**config.mk**
```make
export PLATFORM = sky130hd
export DESIGN_NAME = bin_dec_cascade
export DESIGN_NICKNAME = d
export VERILOG_FILES = /design/src/rtl/bin_dec_pkg.sv /design/src/rtl/bin_dec_en_combine.sv /design/src/rtl/bin_dec_onehot.sv /design/src/rtl/bin_dec_unit.sv /design/src/rtl/bin_dec_cascade.sv
export SDC_FILE = /design/constraint.sdc
export NUM_CORES = 1
export LEC_CHECK = 0
export BUFFER_PORTS_ARGS = -buffer_cell sky130_fd_sc_hd__buf_2
export CORE_AREA = 2 2 39 41
export DETAILED_ROUTE_END_ITERATION = 6
export DIE_AREA = 0 0 41 43
export GPL_TIMING_DRIVEN = 0
export PLACE_DENSITY = 0.37
export RECOVER_POWER = 25
export SLEW_MARGIN = 25
export SYNTH_ARGS = -nofsm -noshare
export SYNTH_HDL_FRONTEND = slang
export SYNTH_HIERARCHICAL = 1
export SYNTH_SLANG_ARGS = --single-unit
```
**constraint.sdc**
```tcl
create_clock -name vclk -period 1.8
set_clock_uncertainty 0.2 [all_clocks]
set_input_delay 0.27 -clock vclk [all_inputs]
set_output_delay 0.27 -clock vclk [all_outputs]
set_load 0.02 [all_outputs]
```
**src/rtl/bin_dec_pkg.sv**
```systemverilog
package bin_dec_pkg;

  localparam int unsigned UNIT_SEL_W = 3;
  localparam int unsigned UNIT_OUT_W = 1 << UNIT_SEL_W;
  localparam int unsigned CASC_SEL_W = UNIT_SEL_W + 1;
  localparam int unsigned CASC_OUT_W = 1 << CASC_SEL_W;

  // enable triple of one unit: one active-high, two active-low
  typedef struct packed {
    logic hi;
    logic lo_a_n;
    logic lo_b_n;
  } dec_en_t;

endpackage

```
**src/rtl/bin_dec_en_combine.sv**
```systemverilog
module bin_dec_en_combine
  import bin_dec_pkg::*;
(
  input  dec_en_t en_i,
  output logic    en_o
);

  assign en_o = en_i.hi & ~en_i.lo_a_n & ~en_i.lo_b_n;

endmodule

```
**src/rtl/bin_dec_onehot.sv**
```systemverilog
module bin_dec_onehot #(
  parameter int unsigned SEL_W = 3,
  localparam int unsigned OUT_W = 1 << SEL_W
) (
  input  logic [SEL_W-1:0] sel_i,
  input  logic             en_i,
  output logic [OUT_W-1:0] y_no
);

  for (genvar i = 0; i < OUT_W; i++) begin : g_term
    assign y_no[i] = ~(en_i && (sel_i == SEL_W'(i)));
  end

  always_comb begin
    if (!en_i) begin
      AST_DIS_ALL_HIGH: assert (&y_no);
    end else begin
      AST_EN_ONE_LOW: assert (($countones(~y_no) == 1) && !y_no[sel_i]);
    end
  end

endmodule

```
**src/rtl/bin_dec_unit.sv**
```systemverilog
module bin_dec_unit
  import bin_dec_pkg::*;
(
  input  logic [UNIT_SEL_W-1:0] sel_i,
  input  logic                  g_hi_i,
  input  logic                  g_lo_a_ni,
  input  logic                  g_lo_b_ni,
  output logic [UNIT_OUT_W-1:0] y_no
);

  dec_en_t en_bundle;
  logic    en_q;

  assign en_bundle = '{hi: g_hi_i, lo_a_n: g_lo_a_ni, lo_b_n: g_lo_b_ni};

  bin_dec_en_combine u_en (
    .en_i (en_bundle),
    .en_o (en_q)
  );

  bin_dec_onehot #(.SEL_W(UNIT_SEL_W)) u_core (
    .sel_i (sel_i),
    .en_i  (en_q),
    .y_no  (y_no)
  );

  always_comb begin
    if (!g_hi_i || g_lo_a_ni || g_lo_b_ni) begin
      AST_ANY_EN_OFF_IDLE: assert (&y_no);
    end
  end

endmodule

```
**src/rtl/bin_dec_cascade.sv**
```systemverilog
module bin_dec_cascade
  import bin_dec_pkg::*;
(
  input  logic [CASC_SEL_W-1:0] sel_i,
  input  logic                  en_ni,
  output logic [CASC_OUT_W-1:0] y_no
);

  localparam int unsigned N_UNITS = 2;

  logic top_bit;
  assign top_bit = sel_i[CASC_SEL_W-1];

  for (genvar u = 0; u < N_UNITS; u++) begin : g_unit
    logic g_hi, g_lo_a_n, g_lo_b_n;
    if (u == 0) begin : g_low
      // top bit steers through an active-low enable
      assign g_hi     = 1'b1;
      assign g_lo_a_n = top_bit;
      assign g_lo_b_n = en_ni;
    end else begin : g_high
      // top bit steers through the active-high enable
      assign g_hi     = top_bit;
      assign g_lo_a_n = en_ni;
      assign g_lo_b_n = en_ni;
    end

    bin_dec_unit u_dec (
      .sel_i     (sel_i[UNIT_SEL_W-1:0]),
      .g_hi_i    (g_hi),
      .g_lo_a_ni (g_lo_a_n),
      .g_lo_b_ni (g_lo_b_n),
      .y_no      (y_no[u*UNIT_OUT_W +: UNIT_OUT_W])
    );
  end

  always_comb begin
    AST_AT_MOST_ONE_LOW: assert ($countones(~y_no) <= 1);
    AST_HALVES_EXCL: assert ((&y_no[UNIT_OUT_W-1:0]) || (&y_no[CASC_OUT_W-1:UNIT_OUT_W]));
    if (en_ni) begin
      AST_GLOBAL_OFF: assert (&y_no);
    end else begin
      AST_SEL_LOW: assert (!y_no[sel_i]);
    end
  end

endmodule

```
==> impl_metrics.json <==
{
  "worst_ep_required_time_ns": 1.33,
  "post_route_cells_drive_above_1_share_pct": 54.8,
  "total_core_area_mm2": 0.00138,
  "fill_cells": 152,
  "num-nets-final": 49,
  "syn-cell-area_um2": 181,
  "synth.yosys.seq_area_share_pct": 0,
  "dr_total_vias": 263,
  "cts_hold_buffers": 0,
  "period_utilization_post_route_pct": 95.5,
  "route.antenna.remaining_nets": 0,
  "p_leak_uw": 0.0000937,
  "setup_repair_after_global_routing_missed_its_margin": "no",
  "core.rowCount": 14,
  "fp.dieArea_mm2": 0.00176,
  "drtIter0Drc": 3,
  "power.density_cell_area_mw_per_mm2": 140,
  "worstSetupStartpoint": "en_ni",
  "synth_nets": 24,
  "maxCapViolCount": 0,
  "crit_path_start_kind": "input port",
  "post-route-worst-setup-slack_ns": 0.0812,
  "die_wd_um": 41,
  "total_power_uw": 45.6,
  "aggregate_global_route_resource_usage_pct": 6.99,
  "globalRouteOverflowTotal": 0,
  "fp.dieH_um": 43,
  "hold_violations": 0,
  "wire_per_inst_um": 10.9,
  "pin_count_of_the_biggest_net_entering_global_routing": 17,
  "grt_pass1_wl_um": 931,
  "dpl-instance-area_um2": 307,
  "vias_per_cell": 4.53,
  "layout.cells.most_common": "sky130_fd_sc_hd__buf_2",
  "postSynthCellCount": 19,
  "n_sequential_cell": 0,
  "gp_congestion": 0.571,
  "postSynthAreaPerCell_um2": 9.55,
  "finalWorstPathRequiredPeriod_ns": 1.72,
  "arrival_time_at_the_worst_endpoint_ns": 1.25,
  "grt_antenna_before_repair": 0,
  "placement.setup.worst_slack_ns": -0.125,
  "worst-setup-path-type": "in -> out",
  "detail_route.first_pass.iterations": 3,
  "slew_violations": 0,
  "route.detailed.drc": 0,
  "worstHoldPathType": "in -> out",
  "vias_in_the_first_global_route": 219,
  "synthesis.yosys.warnings": 6,
  "ff_latch_area_um2": 0,
  "p_r_area_growth_vs_syn_pct": 80.0,
  "max_freq_mhz": 582,
  "setup_viol": 0,
  "outcome": "finished, final reports clean",
  "antenna_diode_count": 0,
  "placement.io_buffers": 21,
  "finalInstanceArea_um2": 327,
  "mostFrequentLayoutCells": "19 x sky130_fd_sc_hd__buf_2, 6 x sky130_fd_sc_hd__nand4b_1, 6 x sky130_fd_sc_hd__nand4bb_1",
  "worst_setup_path_endpoint": "y_no[0]",
  "category_of_the_worst_setup_path_capture_point": "output port",
  "final.clkbuf_count": 0,
  "ios": 21,
  "start_util_pct": 13.1,
  "unique_masters_post_synth": 6,
  "maximum_vdd_ir_drop_mv": 0.0331,
  "cp_max_fo": 3,
  "final.setup.tns_ns": 0,
  "routed_wl_um": 634,
  "final_hpwl_dp_um": 452
}
-- metal layers --
metal	part of all wire, %	vias up	track usage [%]
li1	-	136	-
met5	0	-	0
met2	37	18	11.6
met1	51	109	10.1
met3	11	0	0.524
met4	0	0	0
-- metrics by stage --
step	hold slack [ns]	utilization, %	std cells
2_1_floorplan	0.516	-	19
3_3_place_gp	0.738	22.2	56
3_5_place_dp	0.729	22.2	56
4_1_cts	0.775	24.1	58
5_1_grt	0.810	23.6	58
6_report	0.775	23.6	58
-- synthesized netlist by cell type, drive strengths merged --
library cell / count / area [um^2]
nand4b: 6 / 52.6
nand4bb: 6 / 67.6
nand4: 2 / 12.5
nor3b: 2 / 25.0
or4b: 2 / 20.0
conb: 1 / 3.75
-- logic make-up (layout without fill, tap and decap cells) --
family / after synthesis / count (layout) / share of synthesized area [%]
and+or+nand+nor: 18 / 18 / 97.9
buffers and inverters: 0 / 23 / 0
other: 1 / 1 / 2.07
-- critical path, stage by stage --
cell and delay [ns]:
sky130_fd_sc_hd__buf_2 0.15, sky130_fd_sc_hd__nor3b_4 0.21, sky130_fd_sc_hd__or4b_1 0.45, sky130_fd_sc_hd__buf_2 0.17
-- final cells by class --
type	instances	area (um^2)	share of cell area (%)
Multi-Input combinational cell	19	194	59.4
Tap cell	16	20.0	6.13
Timing Repair Buffer	23	113	34.5
-- power by group --
group / leakage, uW / switching (uW) / internal, uW
Sequential: 0 / 0 / 0
Clock: 0 / 0 / 0
Combinational: 0.0000937 / 27.0 / 18.6
-- worst min-delay path by stage --
stage / startpoint / end / slack (ns) / depth (start not counted)
floorplan: sel_i[0] / y_no[15] / 0.52 / 1
global placement: sel_i[3] / y_no[7] / 0.74 / 4
detailed placement: sel_i[3] / y_no[7] / 0.73 / 4
CTS: sel_i[0] / y_no[5] / 0.78 / 3
global route: sel_i[1] / y_no[3] / 0.81 / 3
finish: sel_i[0] / y_no[5] / 0.77 / 3
-- what timing repair did --
action,4_1_cts,5_1_grt
endpoints found under the setup margin,2,0
setup buffers,2,0
gates resized for setup,2,0
(Power assumes the default switching activity.)
